--- config.mk ---
export PLATFORM = sky130hd
export DESIGN_NAME = lcmp_flag_unit
export DESIGN_NICKNAME = d
export VERILOG_FILES = /design/src/rtl/lcmp_pkg.sv /design/src/rtl/lcmp_src_sel.sv /design/src/rtl/lcmp_sub_ext.sv /design/src/rtl/lcmp_flag_gen.sv /design/src/rtl/lcmp_flag_unit.sv
export SDC_FILE = /design/constraint.sdc
export NUM_CORES = 1
export LEC_CHECK = 0
export BUFFER_PORTS_ARGS = -buffer_cell sky130_fd_sc_hd__buf_2
export CORE_ASPECT_RATIO = 1.4
export CORE_MARGIN = 5
export CORE_UTILIZATION = 25
export DETAILED_ROUTE_END_ITERATION = 16
export SETUP_SLACK_MARGIN = 0.2
export SLEW_MARGIN = 20
export SYNTH_ARGS = -nofsm -noshare
export SYNTH_HDL_FRONTEND = slang
export SYNTH_SLANG_ARGS = --single-unit
--- constraint.sdc ---
create_clock -name clk -period 6 [get_ports clk]
set_clock_uncertainty 0.2 [all_clocks]
set_input_delay 0 -clock clk [delete_from_list [all_inputs] [get_ports clk]]
set_output_delay 0 -clock clk [all_outputs]
set_load 0.02 [all_outputs]
--- src/rtl/lcmp_pkg.sv ---
package lcmp_pkg;

   // Bit positions of the condition codes inside the low status byte.
   localparam int CC_C  = 0;
   localparam int CC_V  = 1;
   localparam int CC_Z  = 2;
   localparam int CC_N  = 3;
   localparam int CC_U  = 4;
   localparam int CC_E  = 5;
   localparam int CC_L  = 6;
   localparam int CC_SZ = 7;

   localparam int SR_BYTE_W = 8;

   // Bits that the compare passes through from the incoming status byte.
   localparam logic [SR_BYTE_W-1:0] SR_KEEP_MASK = 8'hC0;

   typedef struct packed {
      logic ext_used;
      logic unnorm;
      logic neg;
      logic zero;
      logic ovf;
      logic borrow;
   } cc_flags_t;

   // Place the flags at their positions; bits that are kept read as zero here.
   function automatic logic [SR_BYTE_W-1:0] flags_to_byte(input cc_flags_t f);
      logic [SR_BYTE_W-1:0] b;
      b        = '0;
      b[CC_C]  = f.borrow;
      b[CC_V]  = f.ovf;
      b[CC_Z]  = f.zero;
      b[CC_N]  = f.neg;
      b[CC_U]  = f.unnorm;
      b[CC_E]  = f.ext_used;
      return b;
   endfunction

endpackage

--- src/rtl/lcmp_src_sel.sv ---
// Chooses the 32-bit source: register value or sign-extended immediate.
module lcmp_src_sel #(
   parameter int DATA_W  = 32,
   parameter int IMM_W   = 16,
   parameter bit HAS_IMM = 1'b1
) (
   input  logic              imm_sel,
   input  logic [DATA_W-1:0] src_reg,
   input  logic [IMM_W-1:0]  src_imm,
   output logic [DATA_W-1:0] src_word
);
   localparam int PAD_W = DATA_W - IMM_W;

   initial begin
      if (IMM_W < 1 || PAD_W < 1)
         $error("lcmp_src_sel: immediate must be narrower than the data word");
   end

   generate
      if (HAS_IMM) begin : g_imm
         logic [DATA_W-1:0] imm_wide;
         always_comb imm_wide = {{PAD_W{src_imm[IMM_W-1]}}, src_imm};
         always_comb src_word = imm_sel ? imm_wide : src_reg;
      end else begin : g_reg_only
         logic unused_imm;
         always_comb unused_imm = imm_sel ^ (^src_imm);
         always_comb src_word   = src_reg;
      end
   endgenerate

endmodule

--- src/rtl/lcmp_sub_ext.sv ---
// Sign-extends both operands to the accumulator width and subtracts.
// The borrow out of the top data bit comes from a separate unsigned path.
module lcmp_sub_ext #(
   parameter int DATA_W = 32,
   parameter int EXT_W  = 4
) (
   input  logic [DATA_W-1:0]       dst_word,
   input  logic [DATA_W-1:0]       src_word,
   output logic [EXT_W+DATA_W-1:0] diff,
   output logic                    borrow
);
   localparam int ACC_W = EXT_W + DATA_W;

   logic [ACC_W-1:0]  dst_x;
   logic [ACC_W-1:0]  src_x;
   logic [DATA_W:0]   low_sub;

   always_comb begin
      dst_x   = {{EXT_W{dst_word[DATA_W-1]}}, dst_word};
      src_x   = {{EXT_W{src_word[DATA_W-1]}}, src_word};
      diff    = dst_x - src_x;
      low_sub = {1'b0, dst_word} - {1'b0, src_word};
      borrow  = low_sub[DATA_W];
   end

endmodule

--- src/rtl/lcmp_flag_gen.sv ---
// Derives the condition codes from the extended difference.
module lcmp_flag_gen
   import lcmp_pkg::*;
#(
   parameter int DATA_W = 32,
   parameter int EXT_W  = 4
) (
   input  logic [EXT_W+DATA_W-1:0] diff,
   input  logic                    borrow,
   input  logic                    dst_sign,
   input  logic                    src_sign,
   output cc_flags_t               flags
);
   localparam int ACC_W = EXT_W + DATA_W;
   localparam int TOP   = DATA_W - 1;

   logic [EXT_W:0] guard;

   always_comb begin
      guard           = diff[ACC_W-1:TOP];
      flags.borrow    = borrow;
      flags.neg       = diff[TOP];
      flags.zero      = ~|diff[TOP:0];
      flags.ovf       = (dst_sign ^ src_sign) & (diff[TOP] ^ dst_sign);
      flags.ext_used  = ~((&guard) | (~|guard));
      flags.unnorm    = ~(diff[TOP] ^ diff[TOP-1]);
   end

endmodule

--- src/rtl/lcmp_flag_unit.sv ---
// Top: long-word compare that writes only the condition codes.
module lcmp_flag_unit
   import lcmp_pkg::*;
#(
   parameter int DATA_W  = 32,
   parameter int EXT_W   = 4,
   parameter int IMM_W   = 16,
   parameter bit HAS_IMM = 1'b1
) (
   input  logic                    clk,
   input  logic                    rst,
   input  logic                    exec_en,
   input  logic                    imm_sel,
   input  logic [EXT_W+DATA_W-1:0] dst_acc,
   input  logic [DATA_W-1:0]       src_reg,
   input  logic [IMM_W-1:0]        src_imm,
   input  logic                    sat_mode,
   input  logic [SR_BYTE_W-1:0]    sr_in,
   output logic [SR_BYTE_W-1:0]    sr_out
);
   localparam int ACC_W = EXT_W + DATA_W;

   initial begin
      if (DATA_W < 2)  $error("lcmp_flag_unit: DATA_W must be at least 2");
      if (EXT_W < 1)   $error("lcmp_flag_unit: EXT_W must be at least 1");
      if (IMM_W >= DATA_W) $error("lcmp_flag_unit: IMM_W must be below DATA_W");
   end

   logic [DATA_W-1:0]    src_word;
   logic [DATA_W-1:0]    dst_word;
   logic [ACC_W-1:0]     diff;
   logic                 borrow;
   cc_flags_t            flags;
   logic [SR_BYTE_W-1:0] flag_byte;
   logic [SR_BYTE_W-1:0] next_byte;
   logic [SR_BYTE_W-1:0] sr_q;

   // Only the body of the accumulator takes part; the nibble is re-derived.
   always_comb dst_word = dst_acc[DATA_W-1:0];

   lcmp_src_sel #(
      .DATA_W (DATA_W),
      .IMM_W  (IMM_W),
      .HAS_IMM(HAS_IMM)
   ) u_src (
      .imm_sel (imm_sel),
      .src_reg (src_reg),
      .src_imm (src_imm),
      .src_word(src_word)
   );

   lcmp_sub_ext #(
      .DATA_W(DATA_W),
      .EXT_W (EXT_W)
   ) u_sub (
      .dst_word(dst_word),
      .src_word(src_word),
      .diff    (diff),
      .borrow  (borrow)
   );

   lcmp_flag_gen #(
      .DATA_W(DATA_W),
      .EXT_W (EXT_W)
   ) u_flags (
      .diff    (diff),
      .borrow  (borrow),
      .dst_sign(dst_word[DATA_W-1]),
      .src_sign(src_word[DATA_W-1]),
      .flags   (flags)
   );

   always_comb flag_byte = flags_to_byte(flags);

   // Per-bit merge: kept bits pass from sr_in, the rest take the new flags.
   generate
      for (genvar gi = 0; gi < SR_BYTE_W; gi++) begin : g_merge
         if (SR_KEEP_MASK[gi]) begin : g_keep
            always_comb next_byte[gi] = sr_in[gi];
         end else begin : g_new
            logic unused_in;
            always_comb unused_in     = sr_in[gi];
            always_comb next_byte[gi] = flag_byte[gi];
         end
      end
   endgenerate

   always_ff @(posedge clk) begin
      if (rst)
         sr_q <= '0;
      else if (exec_en)
         sr_q <= next_byte;
   end

   always_comb sr_out = sr_q;

endmodule

==> impl_summary.log, run 1 <==
[metrics] run status: complete, no violations
[metrics] Die Outline Area: 12800 um^2
[metrics] yosys synthesis warning count: 0
[metrics] total vias in the final route: 3068
[metrics] post-synthesis register bit count: 8
[metrics] Clock Pin Slew Worst Setup and Hold Paths: 0.04 ns
[metrics] leading post-synthesis cells by cell area: sky130_fd_sc_hd__ha_1 17%, sky130_fd_sc_hd__a21oi_1 8.9%, sky130_fd_sc_hd__mux2i_1 7.5%
[metrics] num ports: 105
[metrics] most numerous cell on the critical path: sky130_fd_sc_hd__nand4_1
[metrics] fraction of the cycle the final worst path needs: 84.5%
[metrics] final number of max-transition violations: 0
[metrics] data arrival at the endpoint of the critical path: 5.04 ns
[metrics] Pleak: 1.55 nW
[metrics] detailed route wirelength on metal2: 5.11 mm
[metrics] launch point of the worst hold path: dst_acc[30]
[metrics] horizontal die dimension: 97.1 um
[metrics] maximum number of pins on one net before global-route repair: 16
[metrics] fraction of final layout cells with drive strength greater than 1: 27.5%
[metrics] Worst R2R End: sr_out[6]$_SDFFE_PP0P_
[metrics] Avg Synthesized Cell Area: 7.49 um^2
[metrics] Worst-Skew Late Latency: 0.23 ns
[metrics] worst path required time: 5.98 ns
[metrics] buffer count from post-CTS setup fixing: 0
[metrics] detailed-routed wire length on met3: 330 um
[metrics] ratio of routed vias to standard cells: 5.24
[metrics] flip-flop count of the largest register after layout: 8
[metrics] Netlist Area Pre-Place: 2650 um^2
[metrics] Final ANT Viol Nets: 0
[metrics] sink of the worst hold path: sr_out[1]$_SDFFE_PP0P_
[metrics] most instantiated flip-flop cell in the synthesis netlist: sky130_fd_sc_hd__dfxtp_1
[metrics] internal reg-to-reg setup slack: 4.05 ns
[metrics] nature of the critical path startpoint: input port
[metrics] endpoint class of the critical path: flop
[metrics] Setup Crit Path Kind: input port to flop
[metrics] Synth area leader: sky130_fd_sc_hd__ha_1
[metrics] final antenna diode count: 0
[metrics] synthesized netlist cell count: 354
[metrics] Max transition margin: 58.7%
[metrics] antenna violations before repair: 0
[metrics] crit path time final: 5.07 ns
[metrics] placed wire-length estimate after detailed placement: 7.81 mm
[metrics] setup TNS: 0 ns
[metrics] number of nets in the synthesized netlist: 487
[metrics] area growth from synthesis to layout: 28.6%
[metrics] routability-driven placement congestion ratio: 0.852
[metrics] endpoints failing hold: 0
[metrics] number of failing setup endpoints in the final timing report: 0
[metrics] Cell Chain, Critical Path: buf_2 -> buf_4 -> mux2_2 -> ha_1 -> fa_1 -> nand2b_1 -> a21oi_1 -> o211ai_1 -> a2111oi_2 -> nor2_1 -> o21a_1 -> xor2_1 -> ha_1 -> nand4_1 -> a211oi_1 -> nand4_1 -> nor4_1 -> nand4_1 -> nor4_1 -> nand4_1 -> a2111oi_2 -> a31o_1
[metrics] number of global-route vias before repair: 3135
[metrics] GRT Residual Overflow: 0
[metrics] initial DRC count: 107
[metrics] Final WS setup: 0.933 ns
[metrics] worst hold path depth: 5
[metrics] cts bufs inserted: 3
[metrics] worst hold path type: input port to flop
[metrics] RSZ-0062 raised after global routing: no
[metrics] highest net fanout along the worst path: 15
[metrics] max-cap check violation count: 0
[metrics] portion of the post-synthesis area used by sequential elements: 6.04%
[metrics] wire length of the first global-routing pass: 14.9 mm
[metrics] CTS-repair resized insts: 0
[metrics] CTS Sinks: 8
[metrics] number of core rows: 44
[metrics] wire length per cell: 15.8 um
[metrics] deepest clock path buffer count: 2
[metrics] minimum setup slack after placement: 0.651 ns
[metrics] worst hold slack: 0.118 ns
[metrics] highest routed metal layer: met4
[metrics] total routing usage reported by global routing: 13.7%
[metrics] biggest cell delay along the critical path: 0.48 ns
[metrics] worst slew pin tran: 0.613 ns
[metrics] Die Span Y: 132 um
[metrics] share of synthesized flip-flops with an asynchronous set or reset: 0%
[metrics] power density over the cells: 159 nW/um^2
[metrics] fmax: 197 MHz
[metrics] initial core utilization: 25.5%
[metrics] first-pass detailed-route iteration total: 4
[metrics] Nets: 582
[metrics] worst voltage drop across the vdd grid: 0.0000807 V
[metrics] portion of synthesized cell area occupied by the leading cell type: 16.5%
[metrics] Sequential cell area: 160 um^2
[metrics] core area: 10400 um^2
[metrics] source of the worst register-to-register timing path: sr_out[6]$_SDFFE_PP0P_
[metrics] number of synthesized flops with an enable pin: 0
[metrics] area taken by multi-input logic gates: 2360 um^2
[metrics] number of buffer and inverter instances along the worst setup path: 2
[metrics] depth of the worst register-to-register path: 4
[metrics] family with the most delay on the worst path: compound AO/OA/AOI/OAI gates
[metrics] worst-path cell with the longest stage delay: sky130_fd_sc_hd__a2111oi_2
[metrics] detailed-routing wirelength on met1: 3.67 mm
[metrics] CTS tree: yes
[metrics] maximum level of the CTS H-tree: 1
[metrics] CTS root buffer: sky130_fd_sc_hd__clkbuf_16
[metrics] number of filler instances in the final layout: 1146
[metrics] Synth cell types: 70
[metrics] residual DRC count: 0
[metrics] final routed wirelength across all metal layers: 9.22 mm
[metrics] I/O Buffers: 93
[metrics] overall power of the completed layout: 543 uW
[metrics] hold-fix buffers at CTS: 8
==> cell usage after synthesis, types with 3 or more instances <==
library cell	n
sky130_fd_sc_hd__inv_1	18
sky130_fd_sc_hd__a21oi_1	47
sky130_fd_sc_hd__o21a_1	10
sky130_fd_sc_hd__mux2_2	3
sky130_fd_sc_hd__a21o_1	7
sky130_fd_sc_hd__nand3_1	6
sky130_fd_sc_hd__xnor2_1	3
sky130_fd_sc_hd__nor3b_1	4
sky130_fd_sc_hd__o2111ai_1	3
sky130_fd_sc_hd__nand3b_1	3
sky130_fd_sc_hd__nand2b_1	6
sky130_fd_sc_hd__dfxtp_1	8
sky130_fd_sc_hd__o31ai_1	4
sky130_fd_sc_hd__a2111oi_2	3
sky130_fd_sc_hd__clkbuf_1	12
sky130_fd_sc_hd__a211o_1	4
sky130_fd_sc_hd__and2_1	3
sky130_fd_sc_hd__o21ai_0	16
sky130_fd_sc_hd__a21oi_2	3
sky130_fd_sc_hd__a31oi_1	11
sky130_fd_sc_hd__nand4_1	12
sky130_fd_sc_hd__a211oi_1	3
sky130_fd_sc_hd__o221ai_1	3
sky130_fd_sc_hd__xor2_1	7
sky130_fd_sc_hd__and3_1	6
sky130_fd_sc_hd__nand2_1	20
sky130_fd_sc_hd__o211ai_1	3
sky130_fd_sc_hd__mux2i_1	20
sky130_fd_sc_hd__nor2_1	19
sky130_fd_sc_hd__ha_1	35
==> how the worst max path moves through the flow <==
stage,end,depth (start not counted),slack [ns],startpoint
finish,sr_out[2]$_SDFFE_PP0P_,22,0.93,imm_sel
global route,sr_out[2]$_SDFFE_PP0P_,22,0.37,imm_sel
CTS,sr_out[2]$_SDFFE_PP0P_,22,0.87,imm_sel
detailed placement,sr_out[2]$_SDFFE_PP0P_,22,0.65,imm_sel
global placement,sr_out[2]$_SDFFE_PP0P_,22,0.76,imm_sel
floorplan,sr_out[2]$_SDFFE_PP0P_,25,1.11,imm_sel
==> tightest hold or removal path: stages <==
cell and delay, ns:
sky130_fd_sc_hd__buf_2 0.09, sky130_fd_sc_hd__ha_1 0.18, sky130_fd_sc_hd__a21oi_2 0.08, sky130_fd_sc_hd__nand2_1 0.08, sky130_fd_sc_hd__o211ai_2 0.07
==> cells in the final DEF (no fill, tap or decap), types with 3 or more instances in the layout <==
master / instances
sky130_fd_sc_hd__buf_2: 93
sky130_fd_sc_hd__a21oi_1: 47
sky130_fd_sc_hd__ha_1: 35
sky130_fd_sc_hd__mux2i_1: 20
sky130_fd_sc_hd__nand2_1: 20
sky130_fd_sc_hd__nor2_1: 19
sky130_fd_sc_hd__inv_1: 18
sky130_fd_sc_hd__o21ai_0: 16
sky130_fd_sc_hd__nand4_1: 12
sky130_fd_sc_hd__a31oi_1: 11
sky130_fd_sc_hd__o21a_1: 10
sky130_fd_sc_hd__dlygate4sd3_1: 8
sky130_fd_sc_hd__dfxtp_1: 8
sky130_fd_sc_hd__a21o_1: 7
sky130_fd_sc_hd__xor2_1: 7
sky130_fd_sc_hd__and3_1: 6
sky130_fd_sc_hd__nand2b_1: 6
sky130_fd_sc_hd__nand3_1: 6
sky130_fd_sc_hd__a211o_1: 4
sky130_fd_sc_hd__o31ai_1: 4
sky130_fd_sc_hd__nor3b_1: 4
sky130_fd_sc_hd__and2_1: 3
sky130_fd_sc_hd__mux2_2: 3
sky130_fd_sc_hd__o211ai_1: 3
sky130_fd_sc_hd__a21oi_2: 3
sky130_fd_sc_hd__a2111oi_2: 3
sky130_fd_sc_hd__a211oi_1: 3
sky130_fd_sc_hd__o221ai_1: 3
sky130_fd_sc_hd__xnor2_1: 3
sky130_fd_sc_hd__nand3b_1: 3
sky130_fd_sc_hd__o2111ai_1: 3
sky130_fd_sc_hd__clkbuf_16: 3
sky130_fd_sc_hd__buf_4: 3
==> power breakdown <==
part	switching, mW	internal [mW]
combinational	0.214	0.157
clock	0.0253	0.0858
sequential	0.00220	0.0582
==> kinds of logic after synthesis <==
group,count (synthesis),synth area share (%)
DFF,8,6.04
and+or+nand+nor,100,21.0
AOI/OAI and AO/OA,144,38.7
muxes,23,8.82
xor gates and xnor gates,10,3.30
adders and majority gates,36,17.3
buffers and inverters,33,4.86
==> metrics by stage <==
step / instance area [um^2] / util [%] / cells
after global routing: 3410 / 32.8 / 585
after floorplan: 2650 / - / 354
after CTS: 3410 / 32.8 / 585
final: 3410 / 32.8 / 585
after detailed placement: 3260 / 31.3 / 574
after global placement: 3260 / 31.3 / 574
==> cell type report <==
class / instances / area share, %
clock buffers: 3 / 2.20
inverters: 19 / 2.09
multi-input cells: 313 / 69.3
flip-flops and latches: 8 / 4.70
well taps: 138 / 5.06
repair buffers: 104 / 16.7
==> layer usage <==
metal | global-route usage (%) | up-vias
met4 | 2.42 | 0
li1 | - | 1571
met2 | 27.8 | 83
met1 | 15.5 | 1406
met3 | 0.847 | 8
met5 | 0 | -
(Power assumes the default switching activity.)
==> inputs of run 2 (changes only) <==
ABC_AREA = 1   (was default)
clock period = 4.4 ns   (was 6 ns; I/O delays follow)
==> run 2 against run 1 <==
Against the previous run:
- routed wire length up 12%
- register-to-register slack worse by 0.95 ns
- global-route usage down 0.24 points
- synthesized cell count up 73%
- via count up 27%
- final cell count up 48%
- non-clock buffer count up 2
- sequential share of layout area down 0.60 points
- critical endpoint unchanged
==> impl_summary.log, run 2 <==
[metrics] run status: complete, no violations
[metrics] CTS tree: yes
[metrics] first-pass detailed-route iteration total: 4
[metrics] fmax: 270 MHz
[metrics] maximum level of the CTS H-tree: 1
[metrics] portion of synthesized cell area occupied by the leading cell type: 29.0%
[metrics] leading post-synthesis cells by cell area: sky130_fd_sc_hd__nand2_1 29%, sky130_fd_sc_hd__ha_1 14%, sky130_fd_sc_hd__inv_1 13%
[metrics] leading cell type by number of instances after synthesis: sky130_fd_sc_hd__nand2_1
[metrics] endpoint class of the critical path: flop
[metrics] most numerous cell on the critical path: sky130_fd_sc_hd__nand2_1
[metrics] number of synthesized flops with an enable pin: 0
[metrics] count of non-filler cells in the finished layout: 865
[metrics] maximum number of pins on one net before global-route repair: 15
[metrics] commonest cells after routing, fill and taps aside: 240 x sky130_fd_sc_hd__nand2_1, 105 x sky130_fd_sc_hd__inv_1, 93 x sky130_fd_sc_hd__buf_2
[metrics] data arrival at the endpoint of the critical path: 3.67 ns
[metrics] placed wire-length estimate after detailed placement: 9.12 mm
[metrics] buffer count from post-CTS setup fixing: 0
[metrics] Pleak: 2.41 nW
[metrics] final routed wirelength across all metal layers: 10.3 mm
[metrics] share of synthesized flip-flops with an asynchronous set or reset: 0%
[metrics] Die Outline Area: 14800 um^2
[metrics] number of failing setup endpoints in the final timing report: 0
[metrics] fraction of final layout cells with drive strength greater than 1: 16.6%
[metrics] Max transition margin: 68.5%
[metrics] worst hold path depth: 5
[metrics] worst voltage drop across the vdd grid: 0.000103 V
[metrics] power density over the cells: 198 nW/um^2
[metrics] deepest clock path buffer count: 2
[metrics] wire length per cell: 11.9 um
[metrics] I/O Buffers: 93
[metrics] Avg Synthesized Cell Area: 5.06 um^2
[metrics] flip-flop count of the largest register after layout: 8
[metrics] Netlist Area Pre-Place: 3100 um^2
[metrics] worst-path cell with the longest stage delay: sky130_fd_sc_hd__fa_1
[metrics] Setup Crit Path Kind: input port to flop
[metrics] Worst-Skew Late Latency: 0.23 ns
[metrics] final number of max-transition violations: 0
[metrics] initial core utilization: 25.3%
[metrics] highest net fanout along the worst path: 6
[metrics] Die Span Y: 142 um
[metrics] post-synthesis register bit count: 8
[metrics] core area: 12300 um^2
[metrics] total routing usage reported by global routing: 13.5%
[metrics] Clock Pin Slew Worst Setup and Hold Paths: 0.04 ns
[metrics] number of filler instances in the final layout: 1484
[metrics] horizontal die dimension: 104 um
[metrics] RSZ-0062 raised after global routing: no
[metrics] endpoints failing hold: 0
[metrics] crit path time final: 3.70 ns
[metrics] residual DRC count: 0
[metrics] ratio of routed vias to standard cells: 4.50
[metrics] depth of the worst register-to-register path: 3
[metrics] wire length of the first global-routing pass: 16.9 mm
[metrics] portion of the post-synthesis area used by sequential elements: 5.16%
[metrics] most instantiated flip-flop cell in the synthesis netlist: sky130_fd_sc_hd__dfxtp_1
[metrics] CTS root buffer: sky130_fd_sc_hd__clkbuf_16
[metrics] number of core rows: 48
[metrics] area growth from synthesis to layout: 26.2%
[metrics] number of nets in the synthesized netlist: 746
[metrics] total vias in the final route: 3889
[metrics] Nets: 850
[metrics] Synth area leader: sky130_fd_sc_hd__nand2_1
[metrics] num ports: 105
[metrics] yosys synthesis warning count: 0
[metrics] Final ANT Viol Nets: 0
[metrics] worst hold path type: input port to flop
[metrics] max-cap check violation count: 0
[metrics] most frequent cells after synthesis: 240 x sky130_fd_sc_hd__nand2_1, 105 x sky130_fd_sc_hd__inv_1, 62 x sky130_fd_sc_hd__nor2_1
[metrics] nature of the critical path startpoint: input port
[metrics] cell total after placement: 854
[metrics] fraction of the cycle the final worst path needs: 84.1%
[metrics] initial DRC count: 136
[metrics] antenna violations before repair: 0
[metrics] routability-driven placement congestion ratio: 0.873
[metrics] worst slew pin tran: 0.467 ns
[metrics] GRT Residual Overflow: 0
[metrics] hold-fix buffers at CTS: 8
[metrics] Synth cell types: 34
[metrics] CTS Sinks: 8
[metrics] cts bufs inserted: 3
[metrics] final antenna diode count: 0
[metrics] CTS-repair resized insts: 0
[metrics] most common cell after layout, fill and taps aside: sky130_fd_sc_hd__nand2_1
[metrics] worst path required time: 4.37 ns
[metrics] synthesized netlist cell count: 613
[metrics] number of global-route vias before repair: 3748
[metrics] biggest cell delay along the critical path: 0.41 ns
[metrics] setup TNS: 0 ns
[metrics] final core utilization: 32.0%
run 2: cell count changes after synthesis, moves of 6 or more:
cell and delta:
sky130_fd_sc_hd__a31oi_1 -10, sky130_fd_sc_hd__xor2_1 -6, sky130_fd_sc_hd__o21ai_0 -12, sky130_fd_sc_hd__nand2_1 +220, sky130_fd_sc_hd__nor2_1 +43, sky130_fd_sc_hd__o21a_1 -10
sky130_fd_sc_hd__nand2b_1 -6, sky130_fd_sc_hd__mux2i_1 -7, sky130_fd_sc_hd__nand3_1 +39, sky130_fd_sc_hd__inv_1 +87, sky130_fd_sc_hd__clkbuf_1 -10
run 2: path summary, 6_finish.rpt:
kind | from | endpoint | slack (ns)
hold reg to reg | sr_out[1]$_SDFFE_PP0P_ | sr_out[1]$_SDFFE_PP0P_ | 0.26
setup / recovery | imm_sel | sr_out[2]$_SDFFE_PP0P_ | 0.70
hold / removal | dst_acc[30] | sr_out[0]$_SDFFE_PP0P_ | 0.11
setup reg to reg | sr_out[6]$_SDFFE_PP0P_ | sr_out[6]$_SDFFE_PP0P_ | 3.10
run 2: kinds of logic (layout without fill, tap and decap cells):
group,Yosys count,after routing,share of synthesized area (%)
adders and majority gates,36,36,14.8
xor gates and xnor gates,2,2,0.807
buffers and inverters,118,220,14.5
and+or+nand+nor,375,375,49.4
muxes,13,13,4.20
AOI/OAI and AO/OA,61,61,11.2
DFF,8,8,5.16
run 2: power by group:
group          internal [mW]  leakage (nW)  switching (mW)
sequential            0.0791        0.0660         0.00274
combinational          0.203          2.30           0.337
clock                  0.117        0.0370          0.0354
total                  0.400          2.41           0.375
run 2: layout make-up:
cell class	count	area [um^2]	area share (%)
timing repair buffer	106	583	14.9
inverter	111	417	10.6
multi-input combinational	487	2490	63.7
sequential	8	160	4.09
tap	150	188	4.79
clock buffer	3	75.1	1.92
run 2: per-layer routing:
layer / track usage, % / share of wire, % / vias up
li1: - / - / 2126
met1: 14.8 / 41 / 1650
met2: 27.0 / 52 / 87
met3: 1.27 / 3.7 / 26
met4: 3.62 / 3.5 / 0
met5: 0 / 0 / -
run 2: metrics by stage:
| step | hold slack, ns | power (mW) | setup slack [ns] | area, um^2 |
|---|---|---|---|---|
| final | 0.107 | 0.775 | 0.701 | 3920 |
| after CTS | 0.121 | 0.779 | 0.642 | 3920 |
| after global routing | 0.182 | 0.863 | 0.335 | 3920 |
| after floorplan | -0.0517 | 0.466 | 0.942 | 3100 |
| after detailed placement | 0.0667 | 0.619 | 0.411 | 3760 |
| after global placement | 0.0627 | 0.617 | 0.475 | 3760 |
run 2: worst max-delay path: cells and delay by family:
kind	cells	cell delay, ns
simple gates	18	2.00
compound gates	3	0.32
xor+xnor	1	0.18
buf+inv	4	0.57
fa+ha+maj	2	0.59
